`config.mk`:
```
export PLATFORM = sky130hd
export DESIGN_NAME = dma_ring_seq
export DESIGN_NICKNAME = d
export VERILOG_FILES = /design/src/rtl/dma_ring_pkg.sv /design/src/rtl/dma_ring_regs.sv /design/src/rtl/dma_ring_ctrl.sv /design/src/rtl/dma_ring_seq.sv
export SDC_FILE = /design/constraint.sdc
export NUM_CORES = 1
export LEC_CHECK = 0
export BUFFER_PORTS_ARGS = -buffer_cell sky130_fd_sc_hd__buf_2
export CORE_ASPECT_RATIO = 0.8
export CORE_MARGIN = 5
export CORE_UTILIZATION = 62
export CTS_CLUSTER_DIAMETER = 150
export CTS_CLUSTER_SIZE = 16
export DETAILED_ROUTE_END_ITERATION = 16
export PLACE_DENSITY = 0.85
export SLEW_MARGIN = 20
export SYNTH_ARGS = -nofsm -noshare
export SYNTH_HDL_FRONTEND = slang
export SYNTH_SLANG_ARGS = --single-unit
```
`constraint.sdc`:
```
create_clock -name clk_i -period 4.4 [get_ports clk_i]
set_input_delay 0.44 -clock clk_i [delete_from_list [all_inputs] [get_ports clk_i]]
set_output_delay 0.44 -clock clk_i [all_outputs]
set_load 0.01 [all_outputs]
```
`src/rtl/dma_ring_pkg.sv`:
```
package dma_ring_pkg;
  typedef enum logic [2:0] {
    ST_IDLE, ST_FETCH_RD, ST_FETCH_WR, ST_DECODE,
    ST_EXEC_RD, ST_EXEC_WR, ST_ADVANCE, ST_HALT
  } seq_state_e;

  localparam int unsigned CB_WORDS = 4;
  localparam logic [1:0]  CB_SRC   = 2'd0;
  localparam logic [1:0]  CB_DST   = 2'd1;
  localparam logic [1:0]  CB_CNT   = 2'd2;
  localparam logic [1:0]  CB_FLG   = 2'd3;
  localparam int unsigned OFF_PC   = 0;
  localparam int unsigned OFF_OUT  = 1;
endpackage

```
`src/rtl/dma_ring_regs.sv`:
```
module dma_ring_regs
  import dma_ring_pkg::*;
#(
  parameter int unsigned AW = 16,
  parameter int unsigned DW = 32
) (
  input  logic          clk_i,
  input  logic          rst_ni,
  input  logic          pc_load_i,
  input  logic [AW-1:0] pc_load_val_i,
  input  logic          pc_adv_i,
  input  logic          cb_we_i,
  input  logic [1:0]    cb_idx_i,
  input  logic          map_we_i,
  input  logic [AW-2:0] map_off_i,
  input  logic [DW-1:0] wdata_i,
  output logic [AW-1:0] pc_o,
  output logic [AW-1:0] src_o,
  output logic [AW-1:0] dst_o,
  output logic [DW-1:0] cnt_o,
  output logic [1:0]    flg_o,
  output logic [DW-1:0] out_o
);
  localparam logic [AW-1:0] PC_STEP = AW'(CB_WORDS);

  logic hit_pc, hit_out;
  assign hit_pc  = map_we_i && (map_off_i == (AW-1)'(OFF_PC));
  assign hit_out = map_we_i && (map_off_i == (AW-1)'(OFF_OUT));

  // program counter (channel 0 address register)
  always_ff @(posedge clk_i or negedge rst_ni) begin
    if (!rst_ni)        pc_o <= '0;
    else if (pc_load_i) pc_o <= pc_load_val_i;
    else if (hit_pc)    pc_o <= wdata_i[AW-1:0];
    else if (pc_adv_i)  pc_o <= pc_o + PC_STEP;
  end

  // mover configuration, written only by the fetch channel
  always_ff @(posedge clk_i or negedge rst_ni) begin
    if (!rst_ni) begin
      src_o <= '0;
      dst_o <= '0;
      cnt_o <= '0;
      flg_o <= '0;
    end else if (cb_we_i) begin
      unique case (cb_idx_i)
        CB_SRC:  src_o <= wdata_i[AW-1:0];
        CB_DST:  dst_o <= wdata_i[AW-1:0];
        CB_CNT:  cnt_o <= wdata_i;
        default: flg_o <= wdata_i[1:0];
      endcase
    end
  end

  always_ff @(posedge clk_i or negedge rst_ni) begin
    if (!rst_ni)      out_o <= '0;
    else if (hit_out) out_o <= wdata_i;
  end
endmodule

```
`src/rtl/dma_ring_ctrl.sv`:
```
module dma_ring_ctrl
  import dma_ring_pkg::*;
#(
  parameter int unsigned AW = 16,
  parameter int unsigned DW = 32
) (
  input  logic          clk_i,
  input  logic          rst_ni,
  input  logic          start_i,
  input  logic [AW-1:0] pc_i,
  input  logic [AW-1:0] src_i,
  input  logic [AW-1:0] dst_i,
  input  logic [DW-1:0] cnt_i,
  input  logic [1:0]    flg_i,
  input  logic [DW-1:0] mem_rdata_i,
  output logic          mem_req_o,
  output logic          mem_we_o,
  output logic [AW-1:0] mem_addr_o,
  output logic [DW-1:0] mem_wdata_o,
  output logic          pc_load_o,
  output logic          pc_adv_o,
  output logic          cb_we_o,
  output logic [1:0]    cb_idx_o,
  output logic          map_we_o,
  output logic [AW-2:0] map_off_o,
  output logic          halt_o
);
  seq_state_e    state_q;
  logic [1:0]    idx_q;
  logic [DW-1:0] rem_q;
  logic [AW-1:0] cur_src_q, cur_dst_q;
  logic          dst_is_reg, start_ok;

  assign dst_is_reg = cur_dst_q[AW-1];
  assign start_ok   = start_i && (state_q == ST_IDLE || state_q == ST_HALT);

  always_comb begin
    mem_req_o  = 1'b0;
    mem_we_o   = 1'b0;
    mem_addr_o = '0;
    unique case (state_q)
      ST_FETCH_RD: begin mem_req_o = 1'b1; mem_addr_o = pc_i + AW'(idx_q); end
      ST_EXEC_RD:  begin mem_req_o = 1'b1; mem_addr_o = cur_src_q; end
      ST_EXEC_WR:  begin
        mem_req_o  = !dst_is_reg;
        mem_we_o   = !dst_is_reg;
        mem_addr_o = dst_is_reg ? '0 : cur_dst_q;
      end
      default: ;
    endcase
  end

  assign mem_wdata_o = mem_rdata_i;
  assign pc_load_o   = start_ok;
  assign pc_adv_o    = (state_q == ST_ADVANCE);
  assign cb_we_o     = (state_q == ST_FETCH_WR);
  assign cb_idx_o    = idx_q;
  assign map_we_o    = (state_q == ST_EXEC_WR) && dst_is_reg;
  assign map_off_o   = cur_dst_q[AW-2:0];
  assign halt_o      = (state_q == ST_HALT);

  always_ff @(posedge clk_i or negedge rst_ni) begin
    if (!rst_ni) begin
      state_q   <= ST_IDLE;
      idx_q     <= '0;
      rem_q     <= '0;
      cur_src_q <= '0;
      cur_dst_q <= '0;
    end else begin
      unique case (state_q)
        ST_IDLE, ST_HALT: if (start_ok) begin
          state_q <= ST_FETCH_RD;
          idx_q   <= '0;
        end
        ST_FETCH_RD: state_q <= ST_FETCH_WR;
        ST_FETCH_WR: begin
          idx_q   <= idx_q + 2'd1;
          state_q <= (idx_q == CB_FLG) ? ST_DECODE : ST_FETCH_RD;
        end
        ST_DECODE: begin
          rem_q     <= cnt_i;
          cur_src_q <= src_i;
          cur_dst_q <= dst_i;
          state_q   <= (cnt_i == '0) ? ST_HALT : ST_EXEC_RD;
        end
        ST_EXEC_RD: state_q <= ST_EXEC_WR;
        ST_EXEC_WR: begin
          rem_q     <= rem_q - 1'b1;
          cur_src_q <= cur_src_q + AW'(flg_i[0]);
          cur_dst_q <= cur_dst_q + AW'(flg_i[1]);
          state_q   <= (rem_q == DW'(1)) ? ST_ADVANCE : ST_EXEC_RD;
        end
        ST_ADVANCE: begin
          idx_q   <= '0;
          state_q <= ST_FETCH_RD;
        end
        default: state_q <= ST_IDLE;
      endcase
    end
  end
endmodule

```
`src/rtl/dma_ring_seq.sv`:
```
module dma_ring_seq
  import dma_ring_pkg::*;
#(
  parameter int unsigned AW = 16,
  parameter int unsigned DW = 32
) (
  input  logic          clk_i,
  input  logic          rst_ni,
  input  logic          start_i,
  input  logic [AW-1:0] base_addr_i,
  output logic          mem_req_o,
  output logic          mem_we_o,
  output logic [AW-1:0] mem_addr_o,
  output logic [DW-1:0] mem_wdata_o,
  input  logic [DW-1:0] mem_rdata_i,
  output logic [DW-1:0] out_o,
  output logic          halt_o
);
  logic [AW-1:0] pc, src, dst;
  logic [DW-1:0] cnt;
  logic [1:0]    flg, cb_idx;
  logic          pc_load, pc_adv, cb_we, map_we;
  logic [AW-2:0] map_off;

  dma_ring_regs #(.AW(AW), .DW(DW)) u_regs (
    .clk_i, .rst_ni,
    .pc_load_i     (pc_load),
    .pc_load_val_i (base_addr_i),
    .pc_adv_i      (pc_adv),
    .cb_we_i       (cb_we),
    .cb_idx_i      (cb_idx),
    .map_we_i      (map_we),
    .map_off_i     (map_off),
    .wdata_i       (mem_rdata_i),
    .pc_o          (pc),
    .src_o         (src),
    .dst_o         (dst),
    .cnt_o         (cnt),
    .flg_o         (flg),
    .out_o         (out_o)
  );

  dma_ring_ctrl #(.AW(AW), .DW(DW)) u_ctrl (
    .clk_i, .rst_ni, .start_i,
    .pc_i        (pc),
    .src_i       (src),
    .dst_i       (dst),
    .cnt_i       (cnt),
    .flg_i       (flg),
    .mem_rdata_i (mem_rdata_i),
    .mem_req_o, .mem_we_o, .mem_addr_o, .mem_wdata_o,
    .pc_load_o   (pc_load),
    .pc_adv_o    (pc_adv),
    .cb_we_o     (cb_we),
    .cb_idx_o    (cb_idx),
    .map_we_o    (map_we),
    .map_off_o   (map_off),
    .halt_o
  );
endmodule

```
[Word level (Yosys, flattened, before mapping)]
Cells that the tools add are included.
Storage, ports and cells
  logic and storage cells: 69
  output and inout port bits: 83
  register bits: 183
Operators by class
  add/sub/neg operators: 6
  reduce and logical (&&, ||, !) cells: 21
  bitwise logic cells: 1
  equal/unequal tests: 13
  multiplexer cells: 17
Operator list (count)
  $pmux W16 S2: 2
  $pmux W32 S2: 1
  $mux W16: 3
  $pmux W16 S3: 1
  $add A16 B1 Y16: 2
  $eq A32 B1 Y1 const B: 1
  $logic_not A32 Y1: 1
  $sub A32 B1 Y32 const B: 1
  $pmux W3 S7: 1
  $add A16 B2 Y16: 1
  $add A16 B3 Y16 const B: 1
  $eq A15 B1 Y1 const B: 1
  $logic_not A15 Y1: 1
  $mux W15: 1
  $eq A3 B3 Y1 const B: 4
  $reduce_and A2 Y1: 5
  $mux W2: 4
  $eq A3 B2 Y1 const B: 2
  $pmux W2 S3: 1
  $reduce_bool A3 Y1: 2
  $eq A2 B2 Y1 const B: 2
  $logic_and A1 B1 Y1: 4
  $reduce_or A2 Y1: 2
  $eq A3 B1 Y1 const B: 1
  other kinds (13): 13

[Logic depth before layout (Yosys ltp)]
  word-level depth: 5
  gate-level depth with buffers: 7
  mapped depth without buffers: 7

[Modules after synthesis]
Synthesis repeated with hierarchy kept, for this count alone.
Unflattened totals
  cell total of the unflattened synthesis: 922
  area total of the unflattened synthesis: 9825.7 sq um
Modules (own cells, without submodules)
  dma_ring_regs: area each 4987.3 sq um, instances 1, cells each 337
  dma_ring_ctrl: area each 4838.4 sq um, instances 1, cells each 585

[Worst setup path before layout]
No wires, ideal clock.
  kind: reg2out
  start point: register u_regs.pc_o[4]
  end point: output mem_addr_o[15]
  data required time: 3960 ps
  arrival: 1876 ps
  setup slack: 2084 ps
  cell stages (with the launch flop): 7
  cell sequence: dfrtp_1 -> clkbuf_1 -> nand3_1 -> or4_1 -> nor2_1 -> xnor2_1 -> o21ai_0
Between the ends
  longest elaborated chain between the ends: 2
RTL lines
  start, declared: line dma_ring_regs.sv:17  | output logic [AW-1:0] pc_o,
  start signal, assigned: line dma_ring_regs.sv:33  | else if (pc_load_i) pc_o <= pc_load_val_i;
  start signal, assigned: line dma_ring_regs.sv:34  | else if (hit_pc) pc_o <= wdata_i[AW-1:0];
  start signal, assigned: line dma_ring_regs.sv:35  | else if (pc_adv_i) pc_o <= pc_o + PC_STEP;
  $add A16 B2 Y16: line dma_ring_ctrl.sv:42  | ST_FETCH_RD: begin mem_req_o = 1'b1; mem_addr_o = pc_i + AW'(idx_q); end
  $pmux W16 S3: line dma_ring_ctrl.sv:41  | unique case (state_q)
  end, declared: line dma_ring_seq.sv:13  | output logic [AW-1:0] mem_addr_o,
Every way passes these cells.

[Final worst setup path]
  start point: register u_ctrl.state_q[2]
  end point: output mem_addr_o[3]
Between the ends
  longest elaborated chain between the ends: 2
RTL lines
  start, declared: line dma_ring_ctrl.sv:28  | seq_state_e state_q;
  start signal, assigned: line dma_ring_ctrl.sv:78  | state_q <= (idx_q == CB_FLG) ? ST_DECODE : ST_FETCH_RD;
  start signal, assigned: line dma_ring_ctrl.sv:84  | state_q <= (cnt_i == '0) ? ST_HALT : ST_EXEC_RD;
  start signal, assigned: line dma_ring_ctrl.sv:91  | state_q <= (rem_q == DW'(1)) ? ST_ADVANCE : ST_EXEC_RD;
  $eq A3 B3 Y1 or $eq A3 B1 Y1 (tied branches): line dma_ring_ctrl.sv:41
  $pmux W16 S3 (*): line dma_ring_ctrl.sv:41
Mark *: on every way between the ends. The rest lies on a longest branch, timed or not.

==> flow_summary.toml <==
[die]
dieArea_um2 = 17800
row_count = 40
initial_core_util_pct = 62.9
core_area_um2 = 15000
die_h_um = 120
die_w_um = 148
io_pins = 134

[synthesis]
yosysWarnings = 0
async_flop_share_pct = 100
synthTopCellsByArea = "dfrtp_1 49%, mux2_2 12%, nor2_1 3.1%"
syn_inst = 900
netlist.area_leader.share_pct = 48.6
ys_ff_latch = 183
ys.flop_type = "dfrtp_1"
synth_area_per_cell_um2 = 10.5
yosys-top-cells-count = "183 x dfrtp_1, 100 x mux2_2, 78 x nor2_1"
synth_edf_count = 0
synth-seq-area-share_pct = 48.6
syn_nets = 965
synth_top_area_cell = "dfrtp_1"
syn-cell-area_um2 = 9420
yosysUniqueCellTypes = 64
yosysMostFrequentCell = "dfrtp_1"

[sta]
period_minus_slack_ns = 3.35
timing.final.max_slew_violations = 0
rsz0062_at_grt = "no"
hold_violations = 0
clock_skew_ns = 0.00855
setup-violations-final = 0
worst_pin_slew_ns = 1.01
setup_slack_ns = 1.05
setup-tns-final_ns = 0
fmax_mhz = 299
max_slew_margin_pct = 32.3
final.period_utilization_pct = 76.0

[finish]
drive_above_1_share_pct = 29.3
fin_area_um2 = 10600
nets = 1046
syn_to_final_growth_pct = 12.6
n_antenna_cell = 0
final_cells = 1183

[grt]
grt_pass1_vias = 7676
grt.overflow.total = 0
antenna_found_initial = 0
grt_usage_pct = 28.8
grt_max_degree = 101
grt_pass1_wl_mm = 40.7

[worst_setup_path]
cp-start-kind = "flip-flop"
worstSetupStartpoint = "u_ctrl.state_q[2]"
reg2reg_slack_ns = 1.15
reg2reg_depth = 6
path_class = "flip-flop to output pin"
critPathArrivalTime_ns = 2.91
r2r-start = "u_ctrl.state_q[2]"
path_max_fanout = 18
crit_end = "mem_addr_o[3]"
timing.rr.end = "u_regs.out_o[19]"
critPathRequiredTime_ns = 3.96
cp-end-kind = "output pin"

[cts]
h-tree-depth = 4
cts_made_buffers = 17
cts_buffer_depth = 2
cts_resized = 0
insertion_delay_ns = 0.44
post_cts_buffers = 0
clk_pin_slew_ns = 0.07
cts_root_buf = "clkbuf_16"
cts.sink_count = 183
cts_hold_buf = 0
cts_tree = "yes"

[place]
postPlaceCellArea_um2 = 10000
portBuffers = 133
pre_cts_slack_ns = 1.32
dp_hpwl_mm = 16.9
gp_congestion = 0.996
dpl.cell_count = 1151

[detailed_routing]
via_per_inst = 6.74
vias = 7978
drc_errors = 0
ant_nets = 0
avgRoutedWirePerCell_um = 21.1
routed_wl_mm = 25.0
drtIter0Drc = 1000
first_pass_iters = 7

[power_and_ir_drop]
power_switching_share_pct = 39.8
ir_worst_vdd_uv = 442
internal_power_uw = 4360
power_density_nw_per_um2 = 684
seqPwrFrac_pct = 42.7
switchingPower_uw = 2890
p_leak_uw = 0.00472
p_comb_share_pct = 35.7
pwr-share-clk_pct = 21.6

[flow_run]
maxCapViolCount = 0

[run_status]
outcome = "complete, no violations"

[hold_path]
min_path_type = "input pin to async pin"
## power by group through the flow
stage	clock network (uW)	logic, uW	registers [uW]
2_1_floorplan	0	1950	2750
3_3_place_gp	0	2430	3040
3_5_place_dp	0	2520	3060
4_1_cts	1580	2550	3060
5_1_grt	1650	2870	3170
6_report	1570	2590	3100
## layout make-up
class | count | area, um^2
Clock buffer | 19 | 433
Clock inverter | 13 | 170
Fill cell | 1082 | 4360
Inverter | 9 | 33.8
Multi-Input combinational cell | 626 | 4380
Sequential cell | 183 | 4580
Tap cell | 189 | 236
Timing Repair Buffer | 144 | 767
## registers in the layout, indices dropped and copies added, names as in the netlist
name and cells:
u_ctrl.cb_idx_o 2, u_ctrl.cur_dst_q 16, u_ctrl.cur_src_q 16, u_ctrl.rem_q 32, u_ctrl.state_q 3, u_regs.cnt_o 32, u_regs.dst_o 16, u_regs.flg_o 2
u_regs.out_o 32, u_regs.pc_o 16, u_regs.src_o 16
## how the worst min path moves through the flow
stage | from | end | slack, ns
5_1_grt | rst_ni | u_regs.out_o[9] | 0.17
6_report | rst_ni | u_regs.pc_o[9] | 0.1
3_5_place_dp | u_ctrl.rem_q[23] | u_ctrl.rem_q[23] | 0.48
2_1_floorplan | rst_ni | u_ctrl.cb_idx_o[0] | 0.14
4_1_cts | rst_ni | u_regs.pc_o[9] | 0.14
3_3_place_gp | u_regs.src_o[1] | u_ctrl.cur_src_q[1] | 0.47
## critical path, stage by stage, from the launching register on
cell      delay, ns
dfrtp_1        0.64
nand3b_1       0.54
nor2_2         0.84
a22oi_1        0.17
o21ai_0        0.12
buf_2          0.15
## cells in the final DEF, fill, tap and decap left out, drive strengths merged, types with 8 or more instances in the layout
| cell | instances |
|---|---|
| a211oi | 18 |
| nand4 | 13 |
| xor2 | 11 |
| o311ai | 13 |
| nor2 | 78 |
| o21ai | 34 |
| a22oi | 20 |
| nor3 | 42 |
| buf | 144 |
| nor4 | 22 |
| dfrtp | 183 |
| nand3 | 21 |
| ha | 13 |
| clkbuf | 19 |
| a221o | 12 |
| a311oi | 18 |
| nand2 | 70 |
| a21oi | 19 |
| or2 | 8 |
| o22ai | 18 |
| and3 | 10 |
| mux2 | 100 |
| inv | 13 |
| xnor2 | 15 |
## per-stage QoR
step,total power (uW),util (%),hold slack (ns)
final,7250,70.8,0.0999
after global routing,7700,70.8,0.172
after CTS,7180,70.8,0.143
after detailed placement,5580,66.8,0.483
after global placement,5470,66.8,0.474
after floorplan,4700,-,0.144
## cells by family after synthesis
logic type	count (synthesis)	share of synthesized area, %
and+or+nand+nor	305	16.3
DFF	183	48.6
AOI/OAI and AO/OA	178	13.5
muxes	103	12.3
buffers and inverters	91	4.97
xor gates and xnor gates	26	2.42
adders and majority gates	14	1.94
## metal layers
layer / up-vias / wire length (um) / track usage, %
met5: - / 0 / 0
met4: 0 / 668 / 8.73
met3: 66 / 2360 / 6.29
met2: 484 / 11300 / 43.8
met1: 3922 / 10600 / 41.9
li1: 3506 / - / -
(Power assumes the default switching activity.)
